--- src/rtl/dep_bank_tracker.sv ---
module dep_bank_tracker #(
  parameter int NB   = 16,
  parameter int DEVW = 5,
  localparam int BW  = $clog2(NB)
) (
  input  logic            clk,
  input  logic            rst,
  input  logic [DEVW-1:0] dev_id,
  input  logic            row_valid,
  input  logic [1:0]      row_op,
  input  logic [DEVW-1:0] row_dev,
  input  logic [BW-1:0]   row_bank,
  input  logic            col_pre_valid,
  input  logic [DEVW-1:0] col_pre_dev,
  input  logic [BW-1:0]   col_pre_bank,
  output logic [NB-1:0]   bank_open,
  output logic [NB-2:0]   amp_busy,
  output logic            act_err
);

  function automatic logic [NB-1:0] near(input logic [BW-1:0] b);
    logic [NB-1:0] one;
    one = {{(NB-1){1'b0}}, 1'b1} << b;
    return one | (one << 1) | (one >> 1);
  endfunction

  logic [NB-1:0] open_q, after_col, nxt;
  logic          row_hit, col_hit, is_pre, clash, err_d;

  assign col_hit   = col_pre_valid && (col_pre_dev == dev_id);
  assign row_hit   = row_valid && (row_dev == dev_id);
  assign is_pre    = row_op[0];
  assign after_col = col_hit ? (open_q & ~near(col_pre_bank)) : open_q;
  assign clash     = |(after_col & near(row_bank));
  assign err_d     = row_hit && !is_pre && clash;

  always_comb begin
    nxt = after_col;
    if (row_hit && is_pre)
      nxt = after_col & ~near(row_bank);
    else if (row_hit && !clash)
      nxt = after_col | ({{(NB-1){1'b0}}, 1'b1} << row_bank);
  end

  always_ff @(posedge clk) begin
    if (rst) begin
      open_q  <= '0;
      act_err <= 1'b0;
    end else begin
      open_q  <= nxt;
      act_err <= err_d;
    end
  end

  assign bank_open = open_q;

  for (genvar i = 0; i < NB - 1; i++) begin : g_amp
    assign amp_busy[i] = open_q[i] | open_q[i+1];
  end

endmodule

--- config.mk ---
export PLATFORM = sky130hd
export DESIGN_NAME = dep_bank_tracker
export DESIGN_NICKNAME = d
export VERILOG_FILES = /design/src/rtl/dep_bank_tracker.sv
export SDC_FILE = /design/constraint.sdc
export NUM_CORES = 1
export LEC_CHECK = 0
export BUFFER_PORTS_ARGS = -buffer_cell sky130_fd_sc_hd__buf_4
export CAP_MARGIN = 0
export CORE_MARGIN = 1
export CORE_UTILIZATION = 51
export CTS_BUF_LIST = sky130_fd_sc_hd__clkbuf_4
export CTS_CLUSTER_SIZE = 20
export DETAILED_ROUTE_END_ITERATION = 16
export PLACE_DENSITY = 0.9
export SETUP_SLACK_MARGIN = 0.02
export SYNTH_ARGS = -nofsm -noshare
export SYNTH_HDL_FRONTEND = slang
export SYNTH_SLANG_ARGS = --single-unit
--- constraint.sdc ---
create_clock -name clk -period 3.1 [get_ports clk]
set_input_delay 0.31 -clock clk [delete_from_list [all_inputs] [get_ports clk]]
set_output_delay 0.31 -clock clk [all_outputs]
set_load 0.01 [all_outputs]
==> results of run 1 <==
where the power goes:
group | switching (W) | internal [W] | total [W]
Sequential | 0.000000272 | 0.000218 | 0.000219
Combinational | 0.0000764 | 0.0000527 | 0.000129
Clock | 0.0000752 | 0.0000590 | 0.000134
registers in the layout, indices dropped and copies added, names as in the netlist:
signal and cells:
act_err 1, bank_open 16
worst reg2reg max path: cells and delay by family (launching register included):
kind                   cells  cell delay (ps)
flip-flops                 1              350
AO/OA/AOI/OAI              3              660
buffers and inverters      1              220
AND/OR/NAND/NOR            4              900
layout make-up:
type / instances / area share
timing repair buffer: 65 / 0.2269
tap: 44 / 0.02560
inverter: 5 / 0.008726
clock buffer: 4 / 0.01396
sequential: 17 / 0.1582
multi-input combinational: 181 / 0.5666
layer usage:
| metal | routed length, um | part of all wire | global-route usage |
|---|---|---|---|
| met1 | 2239 | 0.42 | 0.4307 |
| met2 | 2520 | 0.47 | 0.5292 |
| met3 | 504 | 0.094 | 0.03956 |
| met4 | 125 | 0.023 | 0.1497 |
| met5 | 0 | 0 | 0 |
kinds of logic (layout without fill, tap and decap cells):
| kind of cell | count (synthesis) | after routing | synth area share |
|---|---|---|---|
| AND/OR/NAND/NOR | 105 | 105 | 0.3649 |
| AO/OA/AOI/OAI | 62 | 62 | 0.2937 |
| buffers and inverters | 20 | 74 | 0.05677 |
| flip-flops | 17 | 17 | 0.2059 |
| XOR/XNOR | 10 | 10 | 0.05299 |
| multiplexers | 4 | 4 | 0.02574 |
stage by stage:
step	cells	area [um^2]	util	setup WS, ps
2_1_floorplan	218	1653	-	883.9
3_3_place_gp	312	2121	0.6947	486.0
4_1_cts	316	2151	0.7045	769.9
3_5_place_dp	312	2121	0.6947	470.7
6_report	316	2151	0.7045	722.0
5_1_grt	316	2151	0.7045	517.1
layout by cell type (no fill, tap or decap), types with 3 or more instances in the layout:
| cell type | count |
|---|---|
| sky130_fd_sc_hd__nand2_1 | 21 |
| sky130_fd_sc_hd__o21ai_0 | 10 |
| sky130_fd_sc_hd__a21oi_1 | 3 |
| sky130_fd_sc_hd__xnor2_1 | 6 |
| sky130_fd_sc_hd__xor2_1 | 4 |
| sky130_fd_sc_hd__o41ai_1 | 4 |
| sky130_fd_sc_hd__nand3_1 | 5 |
| sky130_fd_sc_hd__o2111ai_1 | 3 |
| sky130_fd_sc_hd__nor2b_1 | 5 |
| sky130_fd_sc_hd__dfxtp_1 | 17 |
| sky130_fd_sc_hd__o22ai_1 | 5 |
| sky130_fd_sc_hd__nor4_1 | 3 |
| sky130_fd_sc_hd__o311ai_0 | 5 |
| sky130_fd_sc_hd__nand4_1 | 7 |
| sky130_fd_sc_hd__or3_1 | 5 |
| sky130_fd_sc_hd__nor3_1 | 7 |
| sky130_fd_sc_hd__a31oi_1 | 3 |
| sky130_fd_sc_hd__nor2_1 | 13 |
| sky130_fd_sc_hd__buf_4 | 65 |
| sky130_fd_sc_hd__nand2b_1 | 10 |
| sky130_fd_sc_hd__clkbuf_4 | 4 |
| sky130_fd_sc_hd__or2_2 | 17 |
| sky130_fd_sc_hd__o31ai_1 | 4 |
| sky130_fd_sc_hd__o21ai_1 | 4 |
| sky130_fd_sc_hd__inv_1 | 4 |
final timing paths:
| check | from | endpoint | slack [ps] | depth (start not counted) |
|---|---|---|---|---|
| setup / recovery | col_pre_dev[3] | bank_open[10]$_SDFF_PP0_ | 720 | 9 |
| hold / removal | rst | bank_open[8]$_SDFF_PP0_ | 270 | 2 |
| setup reg to reg | bank_open[15]$_SDFF_PP0_ | bank_open[10]$_SDFF_PP0_ | 880 | 8 |
| hold reg to reg | bank_open[3]$_SDFF_PP0_ | bank_open[3]$_SDFF_PP0_ | 550 | 2 |
==> reports/results.md, run 1 <==
- sky130_fd_sc_hd__dfxtp_1, sky130_fd_sc_hd__or2_2, sky130_fd_sc_hd__nand2_1, sky130_fd_sc_hd__nand2b_1, sky130_fd_sc_hd__xnor2_1 — cells taking the most area after synthesis
- 340.3 um^2 — area taken by flip-flops and latches
- 0 — number of synthesized flops with an enable pin
- 0.2059 — fraction of post-synthesis cell area in the top cell type by area
- 1 — H-tree levels
- 20 — Core Rows
- input port — type of element launching the critical path
- sky130_fd_sc_hd__clkbuf_4 — Clk Tree Root Cell
- 218 — number of instances in the synthesized netlist
- 14 — largest fanout on the critical path
- 5389 um — WL final
- 224.1 nW/um^2 — Cell Pwr Density
- finished clean — result of the run
- 420.5 MHz — maximum operating frequency
- input port to flop — Critical Setup Path Class
- sky130_fd_sc_hd__dfxtp_1 — cell taking the most area after synthesis
- 274.9 ps — worst hold slack
- 2 — total buffers and inverters traversed by the critical path
- 0 — reported max-cap violation count
- 3473 um^2 — DIE AREA
- 0 — antenna-violating nets left
- 0.9197 nW — total leakage power
- 8473 um — first-pass GRT wire length
- 2378 ps — minimum period implied by the final worst setup slack
- 5 — first-pass iteration count of the detailed router
- 0 — share of synthesized flip-flops with an asynchronous set or reset
- 25 — pin count of the biggest net entering global routing
- 2590 ps — Worst Path Arrival
- 7.582 um^2 — Avg Synthesized Cell Area
- 0.0004820 W — Pwr Total
- 58.93 um — overall die height
- 52 — distinct cell type count of the synthesized netlist
- 1972 — via count
- sky130_fd_sc_hd__nand2_1, sky130_fd_sc_hd__dfxtp_1, sky130_fd_sc_hd__or2_2, sky130_fd_sc_hd__nor2_1 — Synth top cells by count
- 0 — yosys warns
- 122 — DRC violation total after the first TritonRoute iteration
- 0 — max-slew violation total from the final report
- 59 — number of port buffers
- 17.05 um — average routed wire per standard cell
- 0.5414 — initial standard-cell utilization of the core
- flop — element type at the critical path end
- 58.93 um — die width
- sky130_fd_sc_hd__dfxtp_1 — top flip-flop cell by instance count after synthesis
- 0 — number of DRC violations after detailed routing
- 0 — cts hold-fix bufs
- 2 — clk buf depth
- 4048 um — HPWL after detailed placement
- 550 ps — peak per-stage delay on the critical path
- 1772 — number of global-route vias before repair
- 6.241 — vias per cell
- 0.1844 mV — maximum vdd ir drop
- 0.9811 — Placer Congestion
- 14.78 ps — Worst Skew
- 110 ps — clock slew seen by the registers of the worst setup and hold paths
- 0 — setup bufs post-CTS
- 247 — net count after synthesis
- 302 — Nets
- 3 — Num CTS Buffers
- input port to flop — class of the worst hold path
- simple AND/OR/NAND/NOR gates — kind of cell adding the most delay to the critical path
- 17 — clock sink total
- 0 — Final Hold Viols
- sky130_fd_sc_hd__nor4_1 — cell at the slowest stage of the critical path
- 17 — register bit count reported by yosys
- 3053 um^2 — area inside the core boundary
- done — clock tree from TritonCTS
- 281 — total of fill cells in the finished design
- 0 — number of gates given a new drive strength after cts
- no — setup repair after global routing missed its margin
- 3320 ps — CP required
- 0 — antenna diode count
- 0.6583 — headroom to the max-slew limit
- buf_4, xnor2_1, nand2_1, nor4_1, a21oi_1, nor4_4, nand4_2, buf_4, o41ai_1 — Critical Path, Cell by Cell
- 61 — Top-Level Pins
- sky130_fd_sc_hd__buf_4 — cell occurring most often along the worst timing path
- 0 — initial antenna violation count
- 30.13% — area growth from synthesis to final layout
- 0.7671 — crit share post-route
- 0.3566 — ratio of cells with drive above 1 in the final layout
- 0 — # setup viols final
- 0 ps — Total Neg Setup Slack
- 310 ps — worst-skew pair later-pin latency
- 1653 um^2 — mapped cell area
- 0.3261 — GR Util All Layers
- 1219 um^2 — multi-input combinational cell area
- 0 — leftover overflow at the end of global routing
- 505.4 ps — actual slew at the worst max-slew pin
- sky130_fd_sc_hd__nand2_1 — most frequent cell after synthesis
- 0.2059 — fraction of the yosys area taken by sequential cells
Note: power is estimated with default switching activity, not from simulation.
==> inputs of run 2 (changes only) <==
Settings changed: CORE_UTILIZATION 51 to 46, PLACE_DENSITY 0.9 to 0.86.
Clock period 3.1 ns to 1.94 ns, I/O delays scaled along.
==> run 2 against run 1 <==
Net effect:
- first-iteration DRC count grew 140%
- flip-flop and latch count is the same
- the run now ends with setup timing left
- utilization grew 13 points
- critical endpoint is now bank_open[5]$_SDFF_PP0_
- hold slack lost 120 ps
- non-clock buffer count grew 60
==> reports/results.md, run 2 (same netlist as run 1, synthesis figures left out) <==
- finished, violations left — result of the run
- setup timing — failing checks
- 2452 — via count, +24%
- 6.487 — vias per cell, +3.9%
- 0 — antenna-violating nets left, unchanged
- 0 — cts hold-fix bufs, unchanged
- 0.4876 — initial standard-cell utilization of the core, -0.05376
- 1433 um^2 — multi-input combinational cell area, +18%
- 61 — Top-Level Pins, unchanged
- 310 ps — worst-skew pair later-pin latency, about the same
- 479.8 MHz — maximum operating frequency
- 2839 um^2 — cell area after layout, +32%
- 2 — clk buf depth, unchanged
- 61.94 um — overall die height, +5.1%
- 15 — # setup viols final, +15
- 600.8 ps — actual slew at the worst max-slew pin, +95.48 ps
- done — clock tree from TritonCTS
- 0.3293 — net switching share of the total power, +0.01418
- 2160 ps — CP required, -1160 ps
- sky130_fd_sc_hd__clkbuf_4 — Clk Tree Root Cell
- bank_open[15]$_SDFF_PP0_ — FF-to-FF Start
- 341.6 um^2 — area taken by flip-flops and latches, +0.37%
- bank_open[5]$_SDFF_PP0_ — endpoint of the worst-slack reg-to-reg timing path
- sky130_fd_sc_hd__buf_4, sky130_fd_sc_hd__nand2_1, sky130_fd_sc_hd__or2_2 — highest-count cells in the layout ignoring fill and taps
- 2084 ps — minimum period implied by the final worst setup slack
- 3 — Num CTS Buffers, unchanged
- 362 — Nets, +20%
- 16 — number of flip-flops under the largest register name, unchanged
- sky130_fd_sc_hd__buf_4 — most common library cell in the layout ignoring fill and taps
- 1 — initial antenna violation count, +1
- 1.043 — Placer Congestion, +6.3%
- input port to flop — class of the worst hold path
- 59 — number of port buffers, unchanged
- 17 — clock sink total, unchanged
- 14 — pin count of the biggest net entering global routing, -44%
- 0.0002932 W — power dissipated by switching net loads, +93%
- 2 — instance count along the most critical hold path, unchanged
- 183 — total of fill cells in the finished design, -35%
- 2322 — number of global-route vias before repair, +31%
- 11130 um — first-pass GRT wire length, +31%
- 150.1 ps — worst hold slack, -124.9 ps
- 0.0005971 W — internal cell power, +81%
- flop — type of element launching the critical path
- 0 — reported max-cap violation count, unchanged
- 19.46 um — average routed wire per standard cell, +14%
- 1.296 nW — total leakage power, +41%
- 0.365 — share of total power in combinational logic, +0.097
- -144.0 ps — worst setup margin, -866.0 ps
- 0.4020 — GR Util All Layers, +0.07586
- 7354 um — WL final, +36%
- 0.243 — clock share of power, -0.035
- -140 ps — Register-to-Register Setup Slack, -1020 ps
- flop — element type at the critical path end
- flop to flop — Critical Setup Path Class
- 8 — depth of the most critical reg-to-reg path, unchanged
- 0.5957 — headroom to the max-slew limit, -0.06260
- 11.71 ps — Worst Skew, -3.074 ps
- 313.6 nW/um^2 — Cell Pwr Density, +40%
- yes — setup repair after global routing missed its margin
- 0.2481 mV — maximum vdd ir drop, +35%
- 21 — Core Rows, +5.0%
- 1.074 — crit share post-route
- 71.76% — area growth from synthesis to final layout
- 2689 um^2 — Placed Instance Area, +27%
- 0 — max-slew violation total from the final report, unchanged
- 0 — Final Hold Viols, unchanged
- 295 — DRC violation total after the first TritonRoute iteration, +140%
- -370.2 ps — Place WS, -840.9 ps
- bank_open[8]$_SDFF_PP0_ — Endpoint, Worst Hold
- 0 — number of DRC violations after detailed routing, unchanged
- 2300 ps — Worst Path Arrival, -290 ps
- 0.5512 — ratio of cells with drive above 1 in the final layout, +0.1946
- 0.392 — sequential group share of total power, -0.062
- 8 — largest fanout on the critical path, -6
- 5 — first-pass iteration count of the detailed router, unchanged
- bank_open[15]$_SDFF_PP0_ — crit path launch
- 61.94 um — die width, +5.1%
- 0 — leftover overflow at the end of global routing, unchanged
- 5293 um — HPWL after detailed placement, +31%
- rst — start point of the worst min-delay path
- 3837 um^2 — DIE AREA, +10%
- 1 — H-tree levels, unchanged
- 110 ps — clock slew seen by the registers of the worst setup and hold paths, about the same
- 3390 um^2 — area inside the core boundary, +11%
- 0 — antenna diode count, unchanged
[run 2: area by class of cell]
class	instances	area share
clock buffers	4	0.01058
inverters	5	0.006611
multi-input cells	181	0.5046
flip-flops and latches	17	0.1203
well taps	46	0.02027
repair buffers	125	0.3376
[run 2: worst max-delay path: stages, from the launching register on]
cell                      delay (ps)
sky130_fd_sc_hd__dfxtp_2         330
sky130_fd_sc_hd__and4_1          200
sky130_fd_sc_hd__o22a_1          220
sky130_fd_sc_hd__o32ai_2         250
sky130_fd_sc_hd__nand4_1         200
sky130_fd_sc_hd__nor4_4          230
sky130_fd_sc_hd__nand4_2         170
sky130_fd_sc_hd__buf_6           190
sky130_fd_sc_hd__o41ai_2         200
[run 2: worst max path at each step]
stage / end / slack [ps] / cells after the start
after CTS: bank_open[10]$_SDFF_PP0_ / -100 / 8
final: bank_open[5]$_SDFF_PP0_ / -140 / 8
after global placement: bank_open[10]$_SDFF_PP0_ / -270 / 10
after global routing: bank_open[5]$_SDFF_PP0_ / -250 / 8
after floorplan: bank_open[6]$_SDFF_PP0_ / -30 / 9
after detailed placement: bank_open[10]$_SDFF_PP0_ / -370 / 9
[run 2: metal layers]
layer | track usage | up-vias | routed length, um
li1 | - | 1049 | -
met1 | 0.4538 | 1138 | 2648
met2 | 0.6520 | 207 | 3453
met3 | 0.1222 | 58 | 827
met4 | 0.2667 | 0 | 425
met5 | 0 | - | 0
[run 2: metrics by stage]
step / std cells / setup TNS (ps) / utilization / power, W
after floorplan: 218 / -68.09 / - / 0.0005025
after global placement: 373 / -2838 / 0.7933 / 0.0006512
after detailed placement: 373 / -3769 / 0.7933 / 0.0006596
after CTS: 378 / -579.4 / 0.8272 / 0.0008762
after global routing: 378 / -2144 / 0.8376 / 0.0009223
final: 378 / -982.7 / 0.8376 / 0.0008903
[run 2: power groups by stage]
stage	Clock, W	Combinational, W	Sequential (W)
floorplan	0	0.000145	0.000358
CTS	0.000218	0.000309	0.000349
global route	0.000229	0.000343	0.000350
finish	0.000216	0.000325	0.000349
detailed placement	0	0.000302	0.000357
global placement	0	0.000294	0.000357
[run 2: timing repair]
action | CTS | global route
pin swaps | 4 | 4
gates cloned | 0 | 0
hold endpoints to repair | 0 | 0
endpoints found under the setup margin | 16 | 17
buffers inserted | 2 | 0
gates resized for setup | 14 | 8
==> inputs of run 3 (changes only) <==
Settings changed: CORE_MARGIN 1 to 4, RECOVER_POWER set to 50.
==> run 3 against run 2 <==
Net effect:
- the run still ends with setup timing left
- combinational power decreased by 3%
- final cell count decreased by 1.6%
- utilization decreased by 5.0 points
- final area decreased by 5.2%
- fmax increased by 6.5%
- hold slack improved by 13 ps
- critical path type unchanged
- largest cell class unchanged
==> reports/results.md, run 3 (same netlist as run 1, synthesis figures left out) <==
- finished, violations left — result of the run
- setup timing — failing checks
- 335 — DRC violation total after the first TritonRoute iteration, +14%
- 2170 ps — Worst Path Arrival, -130 ps
- 67.94 um — die width, +9.7%
- 0 — reported max-cap violation count, unchanged
- 0.04269 — met3 GRT Util, -0.07946
- 4616 um^2 — DIE AREA, +20%
- 5205 um — HPWL after detailed placement, -1.7%
- 0.2966 — GR Util All Layers, -0.1054
- sky130_fd_sc_hd__clkbuf_4 — Clk Tree Root Cell
- 2691 um^2 — cell area after layout, -5.2%
- 2 — clk buf depth, unchanged
- 2157 — number of global-route vias before repair, -7.1%
- 0.0005949 W — internal cell power, -0.38%
- sky130_fd_sc_hd__buf_4, sky130_fd_sc_hd__nand2_1, sky130_fd_sc_hd__or2_2 — highest-count cells in the layout ignoring fill and taps
- 10290 um — first-pass GRT wire length, -7.5%
- flop — type of element launching the critical path
- 100 ps — clock slew seen by the registers of the worst setup and hold paths, about the same
- 6800 um — WL final, -7.5%
- 17 — clock sink total, unchanged
- 0.3267 mV — maximum vdd ir drop, +32%
- 8 — depth of the most critical reg-to-reg path, unchanged
- 0.5199 — GR Util met2, -0.1321
- 15 — pin count of the biggest net entering global routing, +1
- 0.241 — clock share of power, -0.002
- 2331 — via count, -4.9%
- 67.94 um — overall die height, +9.7%
- 1.008 — crit share post-route, -0.06591
- 1.205 nW — total leakage power, -7.0%
- bank_open[6]$_SDFF_PP0_ — endpoint of the worst-slack reg-to-reg timing path
- 18.28 um — average routed wire per standard cell, -6.0%
- -16.13 ps — worst setup margin, +127.9 ps
- 0.7879 — final core utilization, -0.04967
- sky130_fd_sc_hd__buf_4 — most common library cell in the layout ignoring fill and taps
- 452.9 ps — actual slew at the worst max-slew pin, -147.9 ps
- 0.399 — sequential group share of total power, +0.007
- 6.266 — vias per cell, -3.4%
- -20 ps — Register-to-Register Setup Slack, +130 ps
- 2150 ps — CP required, about the same
- 0.4939 — ratio of cells with drive above 1 in the final layout, -0.05734
- 0 — leftover overflow at the end of global routing, unchanged
- 0.3212 — net switching share of the total power, -0.008075
- 1.095 — Placer Congestion, +5.0%
- 59 — number of port buffers, unchanged
- 368 — cell count after placement, -1.3%
- 0 — Final Hold Viols, unchanged
- bank_open[15]$_SDFF_PP0_ — FF-to-FF Start
- 300 ps — worst-skew pair later-pin latency, about the same
- 325.6 nW/um^2 — Cell Pwr Density, +3.8%
- 0.6938 — headroom to the max-slew limit, +0.09807
- 372 — count of placed standard cells in the final layout, fillers left out, -1.6%
- 0.4839 — initial standard-cell utilization of the core, -0.003751
- rst — start point of the worst min-delay path
- 0 — antenna diode count, unchanged
- 2 — # setup viols final, -13
- 8.745 ps — Worst Skew, -2.965 ps
- 2651 um^2 — Placed Instance Area, -1.4%
- 62.83% — area growth from synthesis to final layout
- 0.0002815 W — power dissipated by switching net loads, -4.0%
- 0 — initial antenna violation count, -1
- 2 — instance count along the most critical hold path, unchanged
- flop to flop — Critical Setup Path Class
- bank_open[8]$_SDFF_PP0_ — Endpoint, Worst Hold
- 0 — antenna-violating nets left, unchanged
- 0.3554 — met1 track utilization from global routing, -0.09830
- yes — setup repair after global routing missed its margin
- flop — element type at the critical path end
- 7 — largest fanout on the critical path, -1
- 0.361 — share of total power in combinational logic, -0.004
- 5 — first-pass iteration count of the detailed router, unchanged
- 356 — Nets, -1.7%
- 3416 um^2 — area inside the core boundary, +0.78%
- 511.2 MHz — maximum operating frequency, +6.5%
- 3 — Num CTS Buffers, unchanged
- input port to flop — class of the worst hold path
- 21 — Core Rows, unchanged
- met2 — most crowded layer after global routing
- done — clock tree from TritonCTS
- 61 — Top-Level Pins, unchanged
- 16 — number of flip-flops under the largest register name, unchanged
- 1 — H-tree levels, unchanged
- 0 — max-slew violation total from the final report, unchanged
- 1956 ps — minimum period implied by the final worst setup slack, -127.9 ps
- 0 — number of DRC violations after detailed routing, unchanged
[run 3: cell count changes in the layout (fill, tap and decap cells not counted), moves of 2 or more]
cell	change
sky130_fd_sc_hd__buf_4	-15
sky130_fd_sc_hd__o21ai_1	+3
sky130_fd_sc_hd__o31ai_4	-2
sky130_fd_sc_hd__clkbuf_1	+10
sky130_fd_sc_hd__o21ai_2	-3
[run 3: power groups by stage]
stage	combinational [W]	clock, W	sequential, W
4_1_cts	0.000305	0.000209	0.000349
5_1_grt	0.000334	0.000221	0.000350
3_5_place_dp	0.000302	0	0.000357
3_3_place_gp	0.000293	0	0.000357
6_report	0.000316	0.000211	0.000349
2_1_floorplan	0.000145	0	0.000358
[run 3: how the worst max path moves through the flow]
| stage | startpoint | end | slack, ps | cells after the start |
|---|---|---|---|---|
| after floorplan | col_pre_bank[1] | bank_open[6]$_SDFF_PP0_ | -30 | 9 |
| after global placement | col_pre_dev[3] | bank_open[5]$_SDFF_PP0_ | -190 | 10 |
| after detailed placement | col_pre_dev[3] | bank_open[10]$_SDFF_PP0_ | -310 | 10 |
| after CTS | bank_open[15]$_SDFF_PP0_ | bank_open[10]$_SDFF_PP0_ | -10 | 8 |
| after global routing | dev_id[3] | bank_open[10]$_SDFF_PP0_ | -110 | 9 |
| final | bank_open[15]$_SDFF_PP0_ | bank_open[6]$_SDFF_PP0_ | -20 | 8 |
[run 3: what timing repair did]
action,4_1_cts,5_1_grt
gates resized for setup,4,5
pin swaps,0,3
buffers inserted,1,0
endpoints found under the setup margin,6,16
hold buffers,0,0
[run 3: layout make-up]
class	count	area (um^2)
clock buffer	4	30.03
inverter	5	18.77
timing repair buffer	119	872.1
fill	227	724.4
sequential	17	341.6
tap	46	57.56
multi-input combinational	181	1371
[run 3: layer usage]
layer,routed length [um],up-vias,part of all wire
li1,-,1040,-
met1,2446,1055,0.36
met3,831,45,0.12
met2,3257,191,0.48
met5,0,-,0
met4,264,0,0.039
[run 3: critical path: stages, from the launching register on]
cell,delay (ps)
sky130_fd_sc_hd__dfxtp_2,330
sky130_fd_sc_hd__and4_4,180
sky130_fd_sc_hd__o22a_1,210
sky130_fd_sc_hd__o32ai_2,200
sky130_fd_sc_hd__nand4_1,170
sky130_fd_sc_hd__nor4_4,200
sky130_fd_sc_hd__nand4_2,160
sky130_fd_sc_hd__buf_6,180
sky130_fd_sc_hd__o31ai_2,230
[run 3: metrics by stage]
| step | TNS (ps) | worst slack, ps | total power [W] | hold slack [ps] |
|---|---|---|---|---|
| 2_1_floorplan | -68.09 | -25.28 | 0.0005025 | 374.6 |
| 4_1_cts | -14.98 | -11.85 | 0.0008633 | 156.9 |
| 3_3_place_gp | -1645 | -192.3 | 0.0006503 | 468.0 |
| 6_report | -16.40 | -16.13 | 0.0008764 | 163.1 |
| 5_1_grt | -579.9 | -108.8 | 0.0009045 | 183.8 |
| 3_5_place_dp | -2848 | -306.1 | 0.0006590 | 468.8 |
